<file path="config.mk">
export PLATFORM = sky130hd
export DESIGN_NAME = dmatch_timer
export DESIGN_NICKNAME = d
export VERILOG_FILES = /design/src/rtl/dmt_pkg.sv /design/src/rtl/dmt_regs.sv /design/src/rtl/dmt_tick_sel.sv /design/src/rtl/dmt_counter.sv /design/src/rtl/dmt_irq.sv /design/src/rtl/dmatch_timer.sv
export SDC_FILE = /design/constraint.sdc
export NUM_CORES = 1
export LEC_CHECK = 0
export BUFFER_PORTS_ARGS = -buffer_cell sky130_fd_sc_hd__clkbuf_2
export CAP_MARGIN = 40
export CORE_MARGIN = 10
export CORE_UTILIZATION = 30
export CTS_BUF_LIST = sky130_fd_sc_hd__clkbuf_8 sky130_fd_sc_hd__clkbuf_16
export CTS_CLUSTER_DIAMETER = 60
export DETAILED_ROUTE_END_ITERATION = 8
export SYNTH_ARGS = -nofsm -noshare
export SYNTH_HDL_FRONTEND = slang
export SYNTH_SLANG_ARGS = --single-unit
</file>
<file path="constraint.sdc">
create_clock -name clk -period 6.8 [get_ports clk]
set_input_delay 1.36 -clock clk [delete_from_list [all_inputs] [get_ports clk]]
set_output_delay 1.36 -clock clk [all_outputs]
set_load 0.1 [all_outputs]
</file>
<file path="src/rtl/dmt_pkg.sv">
package dmt_pkg;

  typedef enum logic [2:0] {
    SEL_COUNT   = 3'd0,
    SEL_RELOAD  = 3'd1,
    SEL_MATCH_A = 3'd2,
    SEL_MATCH_B = 3'd3,
    SEL_CTRL    = 3'd4
  } dmt_sel_e;

  typedef struct packed {
    logic ovf_en;   // bit 2
    logic ext_sel;  // bit 1
    logic enable;   // bit 0
  } dmt_ctrl_t;

  localparam int CTRL_W = 3;

endpackage

</file>
<file path="src/rtl/dmt_regs.sv">
module dmt_regs import dmt_pkg::*; #(
  parameter int CNT_W = 32
) (
  input  logic             clk,
  input  logic             rst,
  input  logic             wr_en,
  input  logic [2:0]       wr_sel,
  input  logic [CNT_W-1:0] wr_data,
  output logic [CNT_W-1:0] reload_q,
  output logic [CNT_W-1:0] match_a_q,
  output logic [CNT_W-1:0] match_b_q,
  output dmt_ctrl_t        ctrl_q,
  output logic             start,
  output logic             cnt_wr
);

  dmt_ctrl_t ctrl_new;
  logic      ctrl_wr;

  assign ctrl_new = dmt_ctrl_t'(wr_data[CTRL_W-1:0]);
  assign ctrl_wr  = wr_en && (wr_sel == SEL_CTRL);
  // enable rising edge only: a repeated enable write does not restart
  assign start    = ctrl_wr && ctrl_new.enable && !ctrl_q.enable;
  // count writes only land while running
  assign cnt_wr   = wr_en && (wr_sel == SEL_COUNT) && ctrl_q.enable;

  always_ff @(posedge clk) begin
    if (rst) begin
      reload_q  <= '0;
      match_a_q <= '0;
      match_b_q <= '0;
      ctrl_q    <= '0;
    end else if (wr_en) begin
      case (wr_sel)
        SEL_RELOAD:  reload_q  <= wr_data;
        SEL_MATCH_A: match_a_q <= wr_data;
        SEL_MATCH_B: match_b_q <= wr_data;
        SEL_CTRL:    ctrl_q    <= ctrl_new;
        default:     ;
      endcase
    end
  end

endmodule

</file>
<file path="src/rtl/dmt_tick_sel.sv">
module dmt_tick_sel (
  input  logic enable,
  input  logic ext_sel,
  input  logic ext_strobe,
  output logic tick
);

  assign tick = enable && (ext_sel ? ext_strobe : 1'b1);

endmodule

</file>
<file path="src/rtl/dmt_counter.sv">
module dmt_counter #(
  parameter int CNT_W = 32
) (
  input  logic             clk,
  input  logic             rst,
  input  logic             start,
  input  logic             cnt_wr,
  input  logic [CNT_W-1:0] wr_data,
  input  logic             tick,
  input  logic [CNT_W-1:0] reload,
  input  logic [CNT_W-1:0] match_a,
  input  logic [CNT_W-1:0] match_b,
  input  logic             ovf_en,
  output logic [CNT_W-1:0] count,
  output logic             match_evt,
  output logic             zero_evt,
  output logic             evt
);

  function automatic logic [CNT_W-1:0] step_value(
    input logic [CNT_W-1:0] cur, input logic [CNT_W-1:0] rel);
    return (cur == '0) ? rel : cur - CNT_W'(1);
  endfunction

  function automatic logic match_hit(
    input logic [CNT_W-1:0] v, input logic [CNT_W-1:0] a,
    input logic [CNT_W-1:0] b);
    return (v != '0) && ((v == a) || (v == b));
  endfunction

  function automatic logic zero_hit(
    input logic [CNT_W-1:0] v, input logic ovf,
    input logic [CNT_W-1:0] a, input logic [CNT_W-1:0] b);
    return (v == '0) && (ovf || (a == '0) || (b == '0));
  endfunction

  logic [CNT_W-1:0] next_val;
  logic             advance;

  assign next_val  = step_value(count, reload);
  assign advance   = tick && !start && !cnt_wr;
  assign match_evt = advance && match_hit(next_val, match_a, match_b);
  assign zero_evt  = advance && zero_hit(next_val, ovf_en, match_a, match_b);
  assign evt       = match_evt || zero_evt;

  always_ff @(posedge clk) begin
    if (rst)          count <= '0;
    else if (start)   count <= reload;
    else if (cnt_wr)  count <= wr_data;
    else if (advance) count <= next_val;
  end

endmodule

</file>
<file path="src/rtl/dmt_irq.sv">
module dmt_irq (
  input  logic clk,
  input  logic rst,
  input  logic evt,
  output logic irq
);

  always_ff @(posedge clk) begin
    if (rst)      irq <= 1'b0;
    else if (evt) irq <= ~irq;
  end

endmodule

</file>
<file path="src/rtl/dmatch_timer.sv">
module dmatch_timer import dmt_pkg::*; #(
  parameter int CNT_W = 32
) (
  input  logic             clk,
  input  logic             rst,
  input  logic             ext_strobe,
  input  logic             wr_en,
  input  logic [2:0]       wr_sel,
  input  logic [CNT_W-1:0] wr_data,
  input  logic [2:0]       rd_sel,
  output logic [CNT_W-1:0] rd_data,
  output logic             irq
);

  localparam int PAD_W = CNT_W - CTRL_W;

  logic [CNT_W-1:0] reload_q, match_a_q, match_b_q, count;
  dmt_ctrl_t        ctrl_q;
  logic             start, cnt_wr, tick;
  logic             match_evt, zero_evt, evt;

  dmt_regs #(.CNT_W(CNT_W)) u_regs (
    .clk(clk), .rst(rst), .wr_en(wr_en), .wr_sel(wr_sel), .wr_data(wr_data),
    .reload_q(reload_q), .match_a_q(match_a_q), .match_b_q(match_b_q),
    .ctrl_q(ctrl_q), .start(start), .cnt_wr(cnt_wr)
  );

  dmt_tick_sel u_tick (
    .enable(ctrl_q.enable), .ext_sel(ctrl_q.ext_sel),
    .ext_strobe(ext_strobe), .tick(tick)
  );

  dmt_counter #(.CNT_W(CNT_W)) u_cnt (
    .clk(clk), .rst(rst), .start(start), .cnt_wr(cnt_wr), .wr_data(wr_data),
    .tick(tick), .reload(reload_q), .match_a(match_a_q), .match_b(match_b_q),
    .ovf_en(ctrl_q.ovf_en), .count(count), .match_evt(match_evt),
    .zero_evt(zero_evt), .evt(evt)
  );

  dmt_irq u_irq (.clk(clk), .rst(rst), .evt(evt), .irq(irq));

  always_comb begin
    case (rd_sel)
      SEL_COUNT:   rd_data = count;
      SEL_RELOAD:  rd_data = reload_q;
      SEL_MATCH_A: rd_data = match_a_q;
      SEL_MATCH_B: rd_data = match_b_q;
      SEL_CTRL:    rd_data = {{PAD_W{1'b0}}, ctrl_q};
      default:     rd_data = '0;
    endcase
  end

endmodule

</file>
==> flow_metrics.tcl <==
set metrics [dict create \
    initial_core_util 0.306 \
    path_cells "clkbuf_2, nor2b_1, and2_1, buf_4, a221o_1, clkbuf_2" \
    required_ps 5440 \
    ys_ff_latch 132 \
    fillers 3000 \
    clock_skew_ps 16.3 \
    clockBufferDepth 2 \
    dp_hpwl_mm 28.6 \
    syn2layout_area_growth_pct 15.3 \
    worst_pin_slew_ps 943 \
    clkLatencyLatePin_ps 440 \
    synth_edf_count 0 \
    post-cts-setup-buffers 0 \
    syn-num-nets 1208 \
    drt_iter0_drc 1330 \
    total_leakage_power_nw 3.61 \
    htreeDepth 4 \
    root_buffer "clkbuf_16" \
    synthArstFlopShare 0 \
    period_needed_ps 5120 \
    vias_per_cell 6.12 \
    vias 9641 \
    grt_pass1_wl_mm 59.3 \
    num_rows 61 \
    fin_total_pwr_mw 2.99 \
    power_density_nw_per_um2 303 \
    clk_pin_slew_worst_paths_ps 70 \
    final_cell_mix "nand2_1 (243), dfxtp_1 (132), a21oi_1 (119)" \
    cp_max_fo 17 \
    syn_inst 1164 \
    hold_path.class "reg2reg" \
    hold_viol 0 \
    design.core.area_um2 28000 \
    fp.dieW_um 189 \
    drv_slew 0 \
    drc_errors 0 \
    crit_path_end_kind "output port" \
    drt-pass1-iter-count 7 \
    postRouteAntennaNets 0 \
    max_freq_mhz 195 \
    die_area_um2 35700 \
    vdd_drop_max_mv 0.134 \
    place.gp.congestion 1.04 \
    chipHeight_um 189 \
    grt_remaining_overflow 0 \
    maxCapViolCount 0 \
    cpPeakStageDelay_ps 780 \
    cts_hold_buf 0 \
    arrival_ps 3760 \
    crit_top_cell "clkbuf_2" \
    grt_pass1_vias 9015 \
    numCtsBuffers 17 \
    period_share 0.753 \
    cts_tree "yes" \
    pin_count 75 \
    wl_per_cell_um 24.9 \
    grt_use_total 0.214 \
    ys_warn_count 0 \
    status "finished, final reports clean" \
    ys_types 64 \
    final_nets 1229 \
    slowest_stage "and2_1" \
    layout-drive-gt1-share 0.123 \
    rsz0062_at_grt "false" \
    synth-seq-area-share 0.308 \
    io_buffers 74 \
    place_ws_ps 1770 \
    slew_headroom 0.372 \
    grt_max_degree 76 \
    cts_resized 0 \
    seq_area_um2 2640 \
    fin_ws_ps 1680 \
    synth_ff_type "dfxtp_1" \
    antenna_found_initial 0 \
    critPathKind "in2out" \
    start_kind "primary input" \
    syn_area_um2 8570 \
    syn_avg_cell_area_um2 7.37 \
    wl_mm 39.2 \
    multiInputGateArea_um2 5500 \
    setup-violations-final 0 \
    layout_commonest_cell "nand2_1" \
    tns_ps 0 \
    insertedDiodeCount 0 \
    cts_sinks 132 \
]
[final timing paths]
check | slack [ps] | cells past startpoint | from | endpoint
worst min register to register | 510 | 2 | u_regs.reload_q[24]$_SDFFE_PP0P_ | u_regs.reload_q[24]$_SDFFE_PP0P_
worst max register to register | 1850 | 11 | u_cnt.count[11]$_SDFFE_PP0P_ | u_irq.irq$_SDFFE_PP0P_
worst max-delay path | 1680 | 6 | rd_sel[0] | rd_data[20]
worst min-delay path | 510 | 2 | u_regs.reload_q[24]$_SDFFE_PP0P_ | u_regs.reload_q[24]$_SDFFE_PP0P_
[cell usage after synthesis (3+ instances only)]
master	number	share of area
mux2i_1	20	0.023
inv_1	20	0.0088
and3b_1	3	0.0031
nand2b_1	5	0.0036
nor4b_1	8	0.0082
a21boi_0	5	0.0044
nand4_1	17	0.012
o211ai_1	7	0.0061
buf_2	7	0.0041
nand4b_1	3	0.0031
a31oi_1	12	0.0088
o22ai_1	13	0.0095
nor2b_1	4	0.0029
a22o_1	31	0.032
clkbuf_1	88	0.039
a222oi_1	14	0.016
nand3_1	18	0.011
xnor2_1	35	0.036
a21oi_1	119	0.069
xor2_1	35	0.036
a221o_1	29	0.034
o21a_1	4	0.0035
and3_1	9	0.0066
or2_2	3	0.0022
nor2_1	64	0.028
a22oi_1	11	0.0096
a221oi_1	5	0.0051
o21ai_0	30	0.018
or3_1	14	0.010
nor4_1	40	0.029
nor3_1	37	0.022
nand3b_1	6	0.0053
or4_1	8	0.0070
dfxtp_1	132	0.31
nor3b_1	9	0.0079
nand2_1	243	0.11
o31ai_1	4	0.0035
and2_1	4	0.0029
a211oi_1	4	0.0035
mux2_2	3	0.0039
a2111oi_0	7	0.0072
[per-stage QoR]
step           hold WS (ps)  cell area (um^2)  instances   util
2_1_floorplan           458              8570       1164      -
3_3_place_gp            483              9220       1539  0.329
3_5_place_dp            490              9280       1544  0.331
4_1_cts                 507              9880       1575  0.353
5_1_grt                 532              9880       1575  0.353
6_report                508              9880       1575  0.353
[report_power, final]
part / switching (mW) / internal, mW
Combinational: 0.764 / 0.421
Sequential: 0.0393 / 0.792
Clock: 0.379 / 0.599
[cell type report]
class | count | area share
Clock buffer | 20 | 0.0472
Clock inverter | 11 | 0.0137
Inverter | 20 | 0.00760
Multi-Input combinational cell | 914 | 0.557
Sequential cell | 132 | 0.267
Tap cell | 378 | 0.0479
Timing Repair Buffer | 100 | 0.0594
[state kept, by name (all words and copies together), names as in the netlist]
signal,count
u_cnt.count,32
u_regs.match_a_q,32
u_regs.match_b_q,32
u_regs.reload_q,32
u_regs.ctrl_q,3
u_irq.irq,1
[per-layer routing]
metal / vias up / share of wire / track usage
met5: - / 0 / 0
met2: 627 / 0.43 / 0.320
li1: 4309 / - / -
met1: 4590 / 0.43 / 0.292
met3: 115 / 0.099 / 0.0456
met4: 0 / 0.039 / 0.0830
[critical path, delay by kind of cell]
kind	cells	cell delay, ps
simple gates	2	1050
buf+inv	3	1080
compound gates	1	240
[logic make-up after synthesis]
logic type      share of synthesized area
xor+xnor                           0.0741
mux                                0.0299
fa+ha+maj                         0.00292
compound gates                      0.255
buf+inv                            0.0544
flops                               0.308
simple gates                        0.275
Note: power is estimated with default switching activity, not from simulation.
